--- config.mk ---
export PLATFORM = sky130hd
export DESIGN_NAME = uwire_word_reader
export DESIGN_NICKNAME = d
export VERILOG_FILES = /design/src/rtl/uwr_pkg.sv /design/src/rtl/uwr_step_timer.sv /design/src/rtl/uwr_wave_gen.sv /design/src/rtl/uwr_shift_in.sv /design/src/rtl/uwire_word_reader.sv
export SDC_FILE = /design/constraint.sdc
export NUM_CORES = 1
export LEC_CHECK = 0
export BUFFER_PORTS_ARGS = -buffer_cell sky130_fd_sc_hd__buf_2
export CORE_MARGIN = 2
export CORE_UTILIZATION = 30
export DETAILED_ROUTE_END_ITERATION = 10
export PLACE_DENSITY = 0.44
export SYNTH_ARGS = -nofsm -noshare
export SYNTH_HDL_FRONTEND = slang
export SYNTH_SLANG_ARGS = --single-unit
--- constraint.sdc ---
create_clock -name clk -period 4.49 [get_ports clk]
set_input_delay 0.449 -clock clk [delete_from_list [all_inputs] [get_ports clk]]
set_output_delay 0.449 -clock clk [all_outputs]
set_load 0.03 [all_outputs]
--- src/rtl/uwr_pkg.sv ---
package uwr_pkg;

    localparam int ADDR_W     = 8;
    localparam int DATA_W     = 16;
    localparam int OP_W       = 2;
    localparam logic [OP_W-1:0] OP_READ = 2'b10;

    localparam int PRE_STEPS  = 4;
    localparam int CMD_BITS   = 1 + OP_W + ADDR_W;
    localparam int CMD_STEPS  = 2 * CMD_BITS;
    localparam int DATA_STEPS = 2 * DATA_W;
    localparam int POST_STEPS = 3;

    localparam int CMD_BASE   = PRE_STEPS;
    localparam int DUMMY_STEP = CMD_BASE + CMD_STEPS;
    localparam int DATA_BASE  = DUMMY_STEP + 1;
    localparam int TRAIL_STEP = DATA_BASE + DATA_STEPS;
    localparam int POST_BASE  = TRAIL_STEP + 1;
    localparam int NUM_STEPS  = POST_BASE + POST_STEPS;
    localparam int STEP_W     = $clog2(NUM_STEPS);

    typedef logic [STEP_W-1:0] step_t;

    localparam step_t LAST_STEP = step_t'(NUM_STEPS - 1);

    typedef struct packed {
        logic cs;
        logic sk;
        logic di;
    } pins_t;

endpackage

--- src/rtl/uwr_step_timer.sv ---
module uwr_step_timer #(
    parameter int DLY_W = 8
) (
    input  logic             clk,
    input  logic             rst_n,
    input  logic             load_i,
    input  logic             run_i,
    input  logic [DLY_W-1:0] len_i,
    output logic             end_o
);

    typedef struct packed {
        logic [DLY_W-1:0] len;
        logic [DLY_W-1:0] cnt;
    } tmr_t;

    tmr_t t_d, t_q;

    assign end_o = run_i && (t_q.cnt == t_q.len - 1'b1);

    always_comb begin
        t_d = t_q;
        if (load_i) begin
            t_d.len = (len_i == '0) ? DLY_W'(1) : len_i;
            t_d.cnt = '0;
        end else if (run_i) begin
            if (end_o) begin
                t_d.cnt = '0;
            end else begin
                t_d.cnt = t_q.cnt + 1'b1;
            end
        end
    end

    always_ff @(posedge clk or negedge rst_n) begin
        if (!rst_n) begin
            t_q.len <= DLY_W'(1);
            t_q.cnt <= '0;
        end else begin
            t_q <= t_d;
        end
    end

    // the hold counter never runs past the captured length
    p_cnt_in_range_r2: assert property (@(posedge clk) disable iff (!rst_n)
        run_i |-> (t_q.cnt < t_q.len));

    // a captured length is never zero
    p_len_nonzero_r2: assert property (@(posedge clk) disable iff (!rst_n)
        t_q.len != '0);

endmodule

--- src/rtl/uwr_wave_gen.sv ---
module uwr_wave_gen
    import uwr_pkg::*;
(
    input  step_t               step_i,
    input  logic [ADDR_W-1:0]   addr_i,
    output pins_t               pins_o,
    output logic                sample_o
);

    logic [CMD_BITS-1:0] cmd_word;
    logic [CMD_BITS-1:0] cmd_shift;
    step_t               rel;

    assign cmd_word = {1'b1, OP_READ, addr_i};

    always_comb begin
        pins_o    = '0;
        sample_o  = 1'b0;
        rel       = '0;
        cmd_shift = '0;
        if (step_i < step_t'(CMD_BASE)) begin
            // select preamble
            case (step_i[1:0])
                2'd0:    pins_o = '{cs: 1'b0, sk: 1'b0, di: 1'b0};
                2'd1:    pins_o = '{cs: 1'b1, sk: 1'b0, di: 1'b0};
                2'd2:    pins_o = '{cs: 1'b1, sk: 1'b1, di: 1'b0};
                default: pins_o = '{cs: 1'b1, sk: 1'b0, di: 1'b0};
            endcase
        end else if (step_i < step_t'(DUMMY_STEP)) begin
            // command bits, two steps each
            rel       = step_i - step_t'(CMD_BASE);
            cmd_shift = cmd_word << rel[STEP_W-1:1];
            pins_o.cs = 1'b1;
            pins_o.sk = rel[0];
            pins_o.di = cmd_shift[CMD_BITS-1];
        end else if (step_i == step_t'(DUMMY_STEP)) begin
            pins_o = '{cs: 1'b1, sk: 1'b0, di: 1'b0};
        end else if (step_i < step_t'(TRAIL_STEP)) begin
            // data bits: clock high, then clock low and sample
            rel       = step_i - step_t'(DATA_BASE);
            pins_o.cs = 1'b1;
            pins_o.sk = ~rel[0];
            pins_o.di = 1'b0;
            sample_o  = rel[0];
        end else if (step_i == step_t'(TRAIL_STEP)) begin
            pins_o = '0;
        end else begin
            // deselect postamble
            rel = step_i - step_t'(POST_BASE);
            case (rel[1:0])
                2'd0:    pins_o = '{cs: 1'b1, sk: 1'b0, di: 1'b0};
                2'd1:    pins_o = '{cs: 1'b0, sk: 1'b0, di: 1'b0};
                default: pins_o = '{cs: 1'b0, sk: 1'b1, di: 1'b0};
            endcase
        end
    end

endmodule

--- src/rtl/uwr_shift_in.sv ---
module uwr_shift_in #(
    parameter int W = 16
) (
    input  logic         clk,
    input  logic         rst_n,
    input  logic         clear_i,
    input  logic         shift_i,
    input  logic         bit_i,
    output logic [W-1:0] word_o
);

    logic [W-1:0] sh_d, sh_q;

    always_comb begin
        sh_d = sh_q;
        if (clear_i) begin
            sh_d = '0;
        end else if (shift_i) begin
            sh_d = {sh_q[W-2:0], bit_i};
        end
    end

    always_ff @(posedge clk or negedge rst_n) begin
        if (!rst_n) begin
            sh_q <= '0;
        end else begin
            sh_q <= sh_d;
        end
    end

    assign word_o = sh_q;

    // a new transaction never starts in the same cycle as a data sample
    p_clear_vs_shift_r6: assert property (@(posedge clk) disable iff (!rst_n)
        !(clear_i && shift_i));

endmodule

--- src/rtl/uwire_word_reader.sv ---
module uwire_word_reader
    import uwr_pkg::*;
#(
    parameter int DLY_W = 8
) (
    input  logic              clk,
    input  logic              rst_n,
    input  logic              start_i,
    input  logic [7:0]        addr_i,
    input  logic [DLY_W-1:0]  settle_i,
    input  logic              do_i,
    output logic              busy_o,
    output logic              done_o,
    output logic [15:0]       word_o,
    output logic              cs_o,
    output logic              sk_o,
    output logic              di_o
);

    typedef struct packed {
        logic              busy;
        logic              done;
        step_t             step;
        logic [ADDR_W-1:0] addr;
        logic [DATA_W-1:0] word;
    } ctl_t;

    ctl_t              c_d, c_q;
    pins_t             pins_d, pins_q;
    pins_t             wave_pins;
    logic              wave_sample;
    logic              sample_d, sample_q;
    logic              accept;
    logic              step_end;
    logic              shift_en;
    logic [DATA_W-1:0] shift_word;

    assign accept   = !c_q.busy && start_i;
    assign shift_en = c_q.busy && step_end && sample_q;

    uwr_step_timer #(.DLY_W(DLY_W)) u_timer (
        .clk    (clk),
        .rst_n  (rst_n),
        .load_i (accept),
        .run_i  (c_q.busy),
        .len_i  (settle_i),
        .end_o  (step_end)
    );

    uwr_wave_gen u_wave (
        .step_i   (c_d.step),
        .addr_i   (c_d.addr),
        .pins_o   (wave_pins),
        .sample_o (wave_sample)
    );

    uwr_shift_in #(.W(DATA_W)) u_shift (
        .clk     (clk),
        .rst_n   (rst_n),
        .clear_i (accept),
        .shift_i (shift_en),
        .bit_i   (do_i),
        .word_o  (shift_word)
    );

    always_comb begin
        c_d      = c_q;
        c_d.done = 1'b0;
        if (accept) begin
            c_d.busy = 1'b1;
            c_d.step = '0;
            c_d.addr = addr_i;
        end else if (c_q.busy && step_end) begin
            if (c_q.step == LAST_STEP) begin
                c_d.busy = 1'b0;
                c_d.done = 1'b1;
                c_d.word = shift_word;
            end else begin
                c_d.step = c_q.step + 1'b1;
            end
        end
        pins_d   = c_d.busy ? wave_pins : pins_q;
        sample_d = c_d.busy && wave_sample;
    end

    always_ff @(posedge clk or negedge rst_n) begin
        if (!rst_n) begin
            c_q      <= '0;
            pins_q   <= '0;
            sample_q <= 1'b0;
        end else begin
            c_q      <= c_d;
            pins_q   <= pins_d;
            sample_q <= sample_d;
        end
    end

    assign busy_o = c_q.busy;
    assign done_o = c_q.done;
    assign word_o = c_q.word;
    assign cs_o   = pins_q.cs;
    assign sk_o   = pins_q.sk;
    assign di_o   = pins_q.di;

    // completion is a single-cycle pulse
    p_done_pulse_r9: assert property (@(posedge clk) disable iff (!rst_n)
        c_q.done |=> !c_q.done);

    // the result moves only together with the completion pulse
    p_word_at_done_r9: assert property (@(posedge clk) disable iff (!rst_n)
        !$stable(c_q.word) |-> c_q.done);

    // busy and done never overlap
    p_busy_excl_done_r8: assert property (@(posedge clk) disable iff (!rst_n)
        c_q.busy |-> !c_q.done);

    // the captured address is frozen for the whole transaction
    p_addr_frozen_r8: assert property (@(posedge clk) disable iff (!rst_n)
        (c_q.busy && $past(c_q.busy)) |-> $stable(c_q.addr));

    // sampling happens only with select high and clock low
    p_sample_pins_r6: assert property (@(posedge clk) disable iff (!rst_n)
        sample_q |-> (pins_q.cs && !pins_q.sk));

    // idle pins hold their last state until a start arrives
    p_idle_hold_r7: assert property (@(posedge clk) disable iff (!rst_n)
        (!c_q.busy && !start_i) |=> $stable(pins_q));

endmodule

Word-level counts from Yosys, hierarchy flattened. Cells that the tools add are included.

Bits in registers: 68. Word-level logic and storage cells: 66.

Add/sub/neg operators: 6. Magnitude comparators: 3. Equal/unequal tests: 6. Shifts and indexed selects: 1. Mux-type cells: 24. Bitwise operators: 2. Reductions and logical operators: 12.

Operator list (count): $mux W8 (6); $mux W16 (2); $mux W3 (5); $eq A6 B6 Y1 const B (2); $mux W6 (2); $pmux W3 S2 (2); $shl A11 B5 Y11 (1); $add A8 B1 Y8 const B (1); $eq A8 B8 Y1 (1); $logic_not A8 Y1 (1); $sub A8 B1 Y8 const B (1); $add A6 B1 Y6 const B (1); $eq A6 B5 Y1 const B (1); $lt A6 B3 Y1 const B (1); $lt A6 B5 Y1 const B (1); $lt A6 B6 Y1 const B (1); $mux W1 (6); $sub A6 B3 Y6 const B (1); $logic_and A1 B1 Y1 (5); $logic_not A2 Y1 (2); $reduce_bool A2 Y1 (2); $reduce_and A3 Y1 (1); $eq A2 B1 Y1 const B (1); $eq A2 B2 Y1 const B (1); 5 further kinds (6).

Logic depth before layout (Yosys ltp). Gate-level depths: netlist of run 1.

Depth after elaboration: 14. Mapped depth: 17. Depth with buffers taken out: 16.

By module. From an unflattened synthesis of run 1, not the netlist that was laid out.

Cells, all modules: 340. Area, all modules: 3673.5 µm².

By module, submodules not included: uwire_word_reader (times used 1, cells each 140, area each 1695.4 µm², sequential area each 900.9 µm²); uwr_step_timer (times used 1, cells each 108, area each 1032.2 µm², sequential area each 401.6 µm²); uwr_shift_in (times used 1, cells each 52, area each 660.6 µm², sequential area each 400.4 µm²); uwr_wave_gen (times used 1, cells each 40, area each 285.3 µm², sequential area each 0.0 µm²).

Worst setup path before layout of run 1. OpenSTA, ideal clock, no wires.

Path type: register to register. Start: reg u_timer.t_q[8] in the netlist's numbering. End: reg pins_q, in the netlist di_o. Library setup time: 0.095 ns. Arrival: 3.267 ns. Required time: 4.395 ns. Path slack: 1.127 ns. Cell stages (with the launch flop): 13. Buffers on the path: 0. Period minus slack after synthesis: 3.363 ns. Path through: dfstp_2 > inv_1 > ha_1 > xor2_1 > nand3_1 > a2111oi_4 > a31oi_1 > a211oi_4 > inv_1 > ha_1 > o31ai_1 > or3_1 > o31ai_1.

RTL lines: start: declaration (RTL line uwr_step_timer.sv:17) `tmr_t t_d, t_q;`; start signal: assignment (RTL line uwr_step_timer.sv:40) `t_q <= t_d;`; end signal: assignment (RTL line uwire_word_reader.sv:93) `pins_q <= pins_d;`; end: declaration (RTL line uwire_word_reader.sv:29) `pins_t pins_d, pins_q;`.

Worst setup path in the final report of run 1.
Start: reg u_timer.t_q[8] in the netlist's numbering. End: reg pins_q, in the netlist sk_o.

Longest elaborated chain between the ends: 14. Elaborated cells between the ends (all ways): 27.

RTL lines: $sub A8 B1 Y8 * (RTL line uwr_step_timer.sv:19) `assign end_o = run_i && (t_q.cnt == t_q.len - 1'b1);`; $eq A8 B8 Y1 * (RTL line uwr_step_timer.sv:19); $logic_and A1 B1 Y1 * (RTL line uwr_step_timer.sv:19); $logic_and A1 B1 Y1 * (RTL line uwire_word_reader.sv:73) `end else if (c_q.busy && step_end) begin`; $mux W8 * (RTL line uwire_word_reader.sv:73); $mux W6 (RTL line uwire_word_reader.sv:69) `if (accept) begin`; $sub A2 B1 Y2 (RTL line uwr_wave_gen.sv:49) `rel = step_i - step_t'(POST_BASE);`; $eq A2 B1 Y1 or $logic_not A2 Y1 (tied branches) (RTL line uwr_wave_gen.sv:50) `case (rel[1:0])`; $pmux W3 S2 (RTL line uwr_wave_gen.sv:50); $mux W3 (RTL line uwr_wave_gen.sv:45) `end else if (step_i == step_t'(TRAIL_STEP)) begin`; $mux W3 (RTL line uwr_wave_gen.sv:38) `end else if (step_i < step_t'(TRAIL_STEP)) begin`; $mux W3 (RTL line uwr_wave_gen.sv:36) `end else if (step_i == step_t'(DUMMY_STEP)) begin`; $mux W3 (RTL line uwr_wave_gen.sv:29) `end else if (step_i < step_t'(DUMMY_STEP)) begin`; $mux W3 (RTL line uwr_wave_gen.sv:21) `if (step_i < step_t'(CMD_BASE)) begin`.

Mark *: on every way between the ends. The rest lies on a longest branch, timed or not. A chain may end at the register's enable or synchronous reset.

==> results of run 1 <==
[cells in the mapped netlist, types with 2 or more instances]
cell	count
nand3_1	11
inv_1	9
o21ai_0	21
mux2_2	17
dfrtp_1	67
a21oi_1	20
buf_4	16
buf_2	2
ha_1	6
nor2_1	11
nor3b_1	2
a41oi_1	2
nand2_2	2
nand4_1	3
and4b_1	3
buf_1	2
a31oi_1	3
nor4_1	2
and2_1	3
o31ai_1	3
nand3b_1	2
and3_1	9
nand2b_1	3
xor2_1	8
buf_6	2
or3_1	2
clkbuf_1	9
nand2_1	94
a21boi_0	2
a221o_1	2
a21o_1	2
xnor2_1	3
[worst register-to-register path, stage by stage (launching register included)]
cell and delay, ns:
dfstp_2 0.56, inv_1 0.06, ha_1 0.30, xor2_1 0.15, nand3_1 0.18, a2111oi_1 0.46
and2_1 0.41, a21oi_1 0.21, nand2_1 0.16, ha_1 0.24, nand2_2 0.09, or3_1 0.33
a221o_1 0.32, a31oi_1 0.18
[where the power goes]
part	internal, mW	total, mW	switching, mW
Sequential	0.695	0.794	0.0993
Combinational	0.156	0.374	0.218
Clock	0.375	0.655	0.280
[area by class of cell]
type                       count  area [µm²]  area share, %
clock buffer                   9         225           5.59
timing repair buffer          43         223           5.52
clock inverter                 7        52.6           1.30
multi-input combinational    262        1600           39.8
inverter                      11        46.3           1.15
tap                          143         179           4.44
sequential                    68        1700           42.2
[routing by layer]
layer / GRT usage [%] / vias up / wire, µm
li1: - / 1331 / -
met1: 18.1 / 1296 / 3860
met2: 20.3 / 56 / 3630
met3: 4.16 / 7 / 358
met4: 4.39 / 0 / 76
met5: 0 / - / 0
[state kept, by name (all words and copies together) (netlist names)]
name,flops
u_timer.t_q,16
sk_o,1
done_o,1
busy_o,1
u_shift.word_o,16
c_q,14
word_o,16
sample_q,1
di_o,1
cs_o,1
[how the worst min path moves through the flow]
stage                     slack (ns)  startpoint             end
after global placement          0.46     c_q[20]         c_q[20]
after global routing            0.28       rst_n  u_timer.t_q[6]
final                           0.20       rst_n  u_timer.t_q[6]
after floorplan                 0.15       rst_n          busy_o
after detailed placement        0.46     c_q[19]         c_q[19]
after CTS                       0.24       rst_n  u_timer.t_q[6]
[per-stage QoR]
stage          cell area (µm²)  worst slack [ns]  utilization, %  hold slack (ns)
2_1_floorplan             3540              1.13               -            0.153
3_3_place_gp              3750             0.779            32.7            0.459
3_5_place_dp              3750             0.770            32.7            0.457
4_1_cts                   4030             0.741            35.2            0.238
5_1_grt                   4030             0.388            35.2            0.284
6_report                  4030             0.767            35.2            0.204
[logic make-up after synthesis]
| family | after synthesis |
|---|---|
| AND/OR/NAND/NOR | 154 |
| flip-flops | 68 |
| buffers and inverters | 42 |
| AO/OA/AOI/OAI | 72 |
| XOR/XNOR | 11 |
| multiplexers | 19 |
| adder cells (fa/ha/maj) | 6 |
==> run metrics, run 1 <==
status=finished, final reports clean; All-Layer GR Usage=13.4%; PostCTS Resize Cnt=0; Area growth syn-to-layout=13.8%; Compound-Gate Fraction of Synth Area=14.1%; largest area contributor in the netlist=dfrtp_1; I/O Pins=41; routability-driven placement congestion ratio=0.748; post-route minimum period=3.72 ns; WS Path Type=reg -> reg; CP max stage cell=dfstp_2; XOR/XNOR Fraction of Synth Area=2.72%; Max Root-Sink Buffers=2; setup_tns=0 ns; vias in the first global route=2644; most frequent cells in the layout=nand2_1, dfrtp_1, buf_2; grt ovf=0; Tcrit/Tclk final=82.9%; drt via density=4.95; simple-gate share of the synthesized area=20.1%; main combinational cell family by area after synthesis=simple AND/OR/NAND/NOR gates; H-tree level count=3; Syn Area/Cell=9.53 µm²; worst r2r path cells=13; Max VDD drop=213 µV; core area=11500 µm²; via count=2690; Layout Nets=421; CTS Buf Count=9; Detail Route Antenna Nets=0; Power, Total=1.82 mW; Mapped Cells=372; worst path cell trace=inv_1, ha_1, xor2_1, nand3_1, a2111oi_1, and2_1, a21oi_1, nand2_1, ha_1, nand2_2, or3_1, a221o_1, a31oi_1; initial detailed-routing violation count=139; setup slack, reg-to-reg=0.77 ns; Syn. warnings=0; CP endpoint kind=flip-flop; Worst Hold Class=in -> async; Buf+Inv Stages, Crit Path=1; layout cells sized above 1=23.0%; dpl hpwl=5.53 mm; Worst-Margin Slew=0.883 ns; first-pass GRT wire length=13.3 mm; TritonCTS Sinks=68; Worst Skew=0.00426 ns; pwr dens=452 nW/µm²; antenna diode instance count=0; Finished Layout Cells=543; # fillers=1176; placed cells=527; Syn Std Cell Area=3540 µm²; die footprint=12700 µm²; CTS tree=done; standard-cell rows=39; initial antenna violation count=0; Max Cap Viol=0; max-slew violations=0; Leak=1.94 nW; FFs w/ async S/R, synth=100%; Worst EP arrival=3.98 ns; Detailed Routing Iterations Pass 1=4; PortBufs=40; Synth Flop Type=dfrtp_1; number of synthesized register bits=68; Fmax=269 MHz; Post-Route WL=7.92 mm; RR Endpoint=sk_o; Crit Path Max Fanout=6; crit path to=sk_o; endpoints failing setup=0; worst skew pair latency=0.33 ns; Syn Nets=398; largest stage delay on the critical path=0.56 ns; area share of fa/ha/maj cells after synthesis=2.12%; Final Hold Fails=0; synth top area cells=dfrtp_1, nand2_1, mux2_2, buf_4, o21ai_0; Worst Setup SP=u_timer.t_q[8]; Critical Path Start Type=flip-flop; Die Wd=113 µm; DRC viols=0; root buf cell=clkbuf_16; Top cell by count, worst path=ha_1; Worst-path clk slew=0.06 ns; RSZ-0062 raised after global routing=false; chip height=113 µm; crit-path leading delay family=simple AND/OR/NAND/NOR gates; Worst EP required=4.74 ns; effective utilization at floorplan=30.9%; CP Depth=13; largest net degree at the start of global routing=36; post-synth top area share=47.3%; Post-synth EDFFs=0; Post-CTS Setup Bufs=0; sequential fraction of the synthesis area=48.1%; Netlist cell types=61; post-synthesis mux area share=6.11%; most common cell after layout, fill and taps aside=nand2_1; Rel. slew slack=41.0%; Hold Buf Count CTS=0; average wire per standard cell=14.6 µm; r2r startpoint=u_timer.t_q[8]
(Power assumes the default switching activity.)
==> run 2: changes to the inputs <==
- clock period: 4.49 -> 3.7 ns (I/O delays scaled with it)
==> run metrics, run 2 (same netlist as run 1, synthesis figures left out) <==
status=finished, final reports clean (unchanged); first-pass GRT wire length=13.7 mm (was 13.3 mm); setup_tns=0 ns (unchanged); die footprint=12700 µm² (unchanged); Fmax=296 MHz (was 269 MHz); worst path cell trace=inv_1, ha_1, xor2_1, nand3_1, a2111oi_2, and2_2, buf_4, mux2_4, inv_6, mux2_2, o31ai_1, or3_1, o31ai_1 (was inv_1, ha_1, xor2_1, nand3_1, a2111oi_1, and2_1, a21oi_1, nand2_1, ha_1, nand2_2, or3_1, a221o_1, a31oi_1); footprint of the multi-input gates=1620 µm² (was 1600 µm²); Worst Setup SP=u_timer.t_q[8] (unchanged); Post-Route WL=8.13 mm (was 7.92 mm); Critical Path Start Type=flip-flop (unchanged); drt via density=5.07 (was 4.95); CTS Buf Count=9 (unchanged); Final Hold Fails=0 (unchanged); root buf cell=clkbuf_16 (unchanged); Worst Hold Class=in -> async (unchanged); Worst-path clk slew=0.06 ns (about the same); Worst EP required=3.93 ns (was 4.74 ns); H-tree level count=3 (unchanged); WS Path Type=reg -> reg (unchanged); initial detailed-routing violation count=186 (was 139); Worst Skew=0.00529 ns (was 0.00426 ns); dpl hpwl=5.55 mm (was 5.53 mm); Die Wd=113 µm (unchanged); via count=2781 (was 2690); Worst-Margin Slew=0.884 ns (was 0.883 ns); max-slew violations=0 (unchanged); layout cells sized above 1=25.1% (was 23.0%); Top cell by count, worst path=o31ai_1 (was ha_1); Hold Buf Count CTS=0 (unchanged); CP max stage cell=dfstp_2 (unchanged); worst skew pair latency=0.33 ns (about the same); largest stage delay on the critical path=0.56 ns (about the same); endpoints failing setup=0 (unchanged); average wire per standard cell=14.8 µm (was 14.6 µm); Detail Route Antenna Nets=0 (unchanged); Detailed Routing Iterations Pass 1=5 (was 4); Max VDD drop=219 µV (was 213 µV); Worst EP arrival=3.62 ns (was 3.98 ns); Max Cap Viol=0 (unchanged); placed cells=533 (was 527); most common cell after layout, fill and taps aside=nand2_1 (unchanged); Layout Nets=427 (was 421); antenna diode instance count=0 (unchanged); Finished Layout Cells=549 (was 543); DRC viols=0 (unchanged); pwr dens=588 nW/µm² (was 452 nW/µm²); vias in the first global route=2689 (was 2644); # fillers=1186 (was 1176); All-Layer GR Usage=13.6% (was 13.4%); r2r startpoint=u_timer.t_q[8] (unchanged); Area growth syn-to-layout=17.6% (was 13.8%); largest net degree at the start of global routing=69 (was 36); Crit Path Max Fanout=10 (was 6); Rel. slew slack=41.1% (was 41.0%); RSZ-0062 raised after global routing=false (unchanged); CP endpoint kind=flip-flop (unchanged); FF/Latch Area=1700 µm² (unchanged); CTS tree=done (unchanged); most frequent cells in the layout=nand2_1, dfrtp_1, buf_2 (unchanged); I/O Pins=41 (unchanged); TritonCTS Sinks=68 (unchanged); post-route minimum period=3.38 ns (was 3.72 ns); core area=11500 µm² (unchanged); grt ovf=0 (unchanged); chip height=113 µm (unchanged); PortBufs=40 (unchanged); Max Root-Sink Buffers=2 (unchanged); routability-driven placement congestion ratio=0.799 (was 0.748); Tcrit/Tclk final=91.4% (was 82.9%); standard-cell rows=39 (unchanged); effective utilization at floorplan=30.9% (unchanged); initial antenna violation count=0 (unchanged); Leak=2.01 nW (was 1.94 nW)
==> run 2: layout make-up <==
cell class                      instances  area share (%)
Timing Repair Buffer                   49            6.43
Sequential cell                        68            40.9
Tap cell                              143            4.29
Multi-Input combinational cell        262            38.9
Clock inverter                          4            2.28
Inverter                               11            1.11
Clock buffer                           12            6.16
==> run 2: path summary, 6_finish.rpt <==
check                                     to  slack [ns]  cells past startpoint
setup / recovery                        di_o        0.32                     13
hold / removal                u_timer.t_q[2]        0.25                      2
setup reg to reg                        di_o        0.32                     13
hold reg to reg                      c_q[19]        0.47                      2
max in group asynchronous  u_shift.word_o[4]        2.89                      2
min in group clk             u_timer.t_q[12]        0.25                      3
==> run 2: per-stage QoR <==
| step | total power [mW] | worst slack [ns] | utilization [%] | hold slack [ns] | instance area, µm² |
|---|---|---|---|---|---|
| 2_1_floorplan | 1.31 | 0.337 | - | 0.0744 | 3540 |
| 3_3_place_gp | 1.44 | 0.310 | 33.1 | 0.468 | 3800 |
| 3_5_place_dp | 1.45 | 0.226 | 33.1 | 0.460 | 3800 |
| 4_1_cts | 2.48 | 0.193 | 36.2 | 0.235 | 4150 |
| 5_1_grt | 2.59 | 0.0370 | 36.3 | 0.247 | 4170 |
| 6_report | 2.45 | 0.317 | 36.3 | 0.250 | 4170 |
==> run 2: timing repair <==
action / 4_1_cts / 5_1_grt
endpoints found under the hold margin: 0 / 0
setup buffers: 0 / 0
gates resized for setup: 0 / 5
setup endpoints to repair: 0 / 3
==> run 2: worst max-delay path: cells and delay by family, from the launching register on <==
kind | cells | cell delay, ns
AND/OR/NAND/NOR | 3 | 0.75
XOR/XNOR | 1 | 0.15
multiplexers | 2 | 0.51
buffers and inverters | 3 | 0.32
AO/OA/AOI/OAI | 3 | 0.72
flip-flops | 1 | 0.56
adder cells (fa/ha/maj) | 1 | 0.29
==> run 2: where the power goes <==
| part | leakage [nW] | internal (mW) | switching (mW) |
|---|---|---|---|
| clock | 0.173 | 0.694 | 0.319 |
| sequential | 0.873 | 0.843 | 0.118 |
| combinational | 0.969 | 0.202 | 0.275 |
| total | 2.01 | 1.74 | 0.712 |
==> run 2: layer usage <==
layer / up-vias / GRT usage [%] / share of wire, %
met5: - / 0 / 0
met4: 0 / 5.45 / 0.52
met3: 4 / 3.62 / 4.7
met2: 73 / 20.4 / 47
met1: 1366 / 18.7 / 48
li1: 1338 / - / -
==> run 3: changes to the inputs <==
- CORE_UTILIZATION: 30 -> 35
- PLACE_DENSITY: 0.44 -> 0.49
==> run metrics, run 3 (same netlist as run 1, synthesis figures left out) <==
Rel. slew slack=55.6% (was 41.1%); Die Wd=105 µm (was 113 µm); Crit Path Max Fanout=7 (was 10); root buf cell=clkbuf_8 (was clkbuf_16); pwr dens=521 nW/µm² (was 588 nW/µm²); TritonCTS Sinks=68 (unchanged); initial detailed-routing violation count=140 (was 186); initial antenna violation count=0 (unchanged); grt ovf=0 (unchanged); worst skew pair latency=0.36 ns (was 0.33 ns); Internal Pwr Total=1.37 mW (was 1.74 mW); Comb pwr share=22.8% (was 19.5%); effective utilization at floorplan=36.1% (was 30.9%); core area=9820 µm² (was 11500 µm²); WL met2=3.60 mm (was 3.83 mm); Max Cap Viol=0 (unchanged); post-route minimum period=3.41 ns (was 3.38 ns); standard-cell rows=36 (was 39); sw frac=34.5% (was 29.0%); DRC viols=0 (unchanged); Final Hold Fails=0 (unchanged); I/O Pins=41 (unchanged); Worst-path clk slew=0.09 ns (was 0.06 ns); max-slew violations=0 (unchanged); vias in the first global route=2638 (was 2689); uppermost layer routed=met4 (unchanged); worst path cell trace=inv_1, ha_1, xor2_1, nand3_1, a2111oi_4, a31oi_1, a211oi_4, inv_1, ha_1, o31ai_1, or3_1, o31ai_1 (was inv_1, ha_1, xor2_1, nand3_1, a2111oi_2, and2_2, buf_4, mux2_4, inv_6, mux2_2, o31ai_1, or3_1, o31ai_1); RSZ-0062 raised after global routing=false (unchanged); average wire per standard cell=14.5 µm (was 14.8 µm); routability-driven placement congestion ratio=0.832 (was 0.799); Critical Path Start Type=flip-flop (unchanged); Psw=723 µW (was 712 µW); status=finished, final reports clean (unchanged); largest net degree at the start of global routing=27 (was 69); chip height=105 µm (was 113 µm); Post-Route M1 WL=3.81 mm (was 3.88 mm); # fillers=1042 (was 1186); PortBufs=40 (unchanged); CP max stage cell=dfstp_2 (unchanged); RR Endpoint=di_o (unchanged); setup_tns=0 ns (unchanged); dpl hpwl=5.46 mm (was 5.55 mm); Worst Skew=0.0168 ns (was 0.00529 ns); die footprint=10900 µm² (was 12700 µm²); setup slack, reg-to-reg=0.29 ns (was 0.32 ns); Layout Nets=429 (was 427); antenna diode instance count=0 (unchanged); Worst-Margin Slew=0.666 ns (was 0.884 ns); H-tree level count=3 (unchanged); drt via density=5.02 (was 5.07); r2r startpoint=u_timer.t_q[8] (unchanged); Leak=1.96 nW (was 2.01 nW); CTS Buf Count=9 (unchanged); Clk pwr share=31.3% (was 41.3%); Design Area, Final=4020 µm² (was 4170 µm²); CTS tree=done (unchanged); Post-Route WL=7.85 mm (was 8.13 mm); Worst EP arrival=3.66 ns (was 3.62 ns); Tcrit/Tclk final=92.0% (was 91.4%); layout cells sized above 1=25.5% (was 25.1%); All-Layer GR Usage=15.1% (was 13.6%); WS Path Type=reg -> reg (unchanged); first-pass GRT wire length=13.1 mm (was 13.7 mm); via count=2715 (was 2781); Worst Hold Class=in -> async (unchanged); Post-CTS Setup Bufs=0 (unchanged); CP endpoint kind=flip-flop (unchanged); worst r2r path cells=12 (was 13); Fmax=294 MHz (was 296 MHz); met3 routed WL=295 µm (was 379 µm); Area growth syn-to-layout=13.5% (was 17.6%); Reg power frac=45.8% (was 39.2%); placed instance area=3800 µm² (about the same); endpoints failing setup=0 (unchanged); Max VDD drop=177 µV (was 219 µV); Max Root-Sink Buffers=2 (unchanged); Detail Route Antenna Nets=0 (unchanged); most common cell after layout, fill and taps aside=nand2_1 (unchanged); largest stage delay on the critical path=0.57 ns (was 0.56 ns); most frequent cells in the layout=nand2_1, dfrtp_1, buf_2 (unchanged); Detailed Routing Iterations Pass 1=4 (was 5); Worst EP required=3.95 ns (was 3.93 ns)
## run 3: how the worst max path moves through the flow
stage | from | depth (start not counted) | to
after floorplan | u_timer.t_q[8] | 12 | di_o
after global placement | u_timer.t_q[8] | 14 | di_o
after global routing | u_timer.t_q[8] | 14 | di_o
after detailed placement | u_timer.t_q[8] | 13 | sk_o
after CTS | u_timer.t_q[8] | 14 | di_o
final | u_timer.t_q[8] | 12 | di_o
## run 3: power groups by stage
stage / Sequential (mW) / Clock, mW / Combinational [mW]
2_1_floorplan: 0.952 / 0 / 0.361
3_3_place_gp: 0.977 / 0 / 0.471
3_5_place_dp: 0.977 / 0 / 0.475
4_1_cts: 0.963 / 0.679 / 0.476
5_1_grt: 0.981 / 0.712 / 0.538
6_report: 0.961 / 0.657 / 0.479
## run 3: timing repair
| action | in CTS | in global routing |
|---|---|---|
| hold buffers | 0 | 0 |
| setup endpoints to repair | 0 | 4 |
| hold endpoints to repair | 0 | 0 |
| resized for setup | 0 | 4 |
## run 3: area by class of cell
cell class / instances / area (µm²) / area share (%)
Sequential cell: 68 / 1700 / 42.3
Multi-Input combinational cell: 262 / 1620 / 40.2
Clock buffer: 9 / 124 / 3.08
Tap cell: 133 / 166 / 4.14
Timing Repair Buffer: 51 / 283 / 7.03
Clock inverter: 7 / 81.3 / 2.02
Inverter: 11 / 46.3 / 1.15
## run 3: worst max-delay path, delay by kind of cell, from the launching register on
family	cells	cell delay, ns
AO/OA/AOI/OAI	5	1.22
adder cells (fa/ha/maj)	2	0.70
flip-flops	1	0.57
AND/OR/NAND/NOR	2	0.50
buffers and inverters	2	0.17
XOR/XNOR	1	0.15
## run 3: through the flow
stage / util (%) / setup WS, ns / power, mW / cells / hold WS [ns]
finish: 41.0 / 0.295 / 2.10 / 541 / 0.0216
global route: 41.0 / 0.0942 / 2.23 / 541 / 0.0540
CTS: 40.8 / 0.178 / 2.12 / 541 / 0.0268
detailed placement: 38.7 / 0.232 / 1.45 / 525 / 0.421
global placement: 38.7 / 0.297 / 1.45 / 525 / 0.419
floorplan: - / 0.337 / 1.31 / 372 / 0.0744
## run 3: metal layers
metal  up-vias  global-route usage (%)
li1       1340                       -
met1      1308                    20.3
met2        53                    23.6
met3        14                    3.99
met4         0                    5.43
met5         -                       0
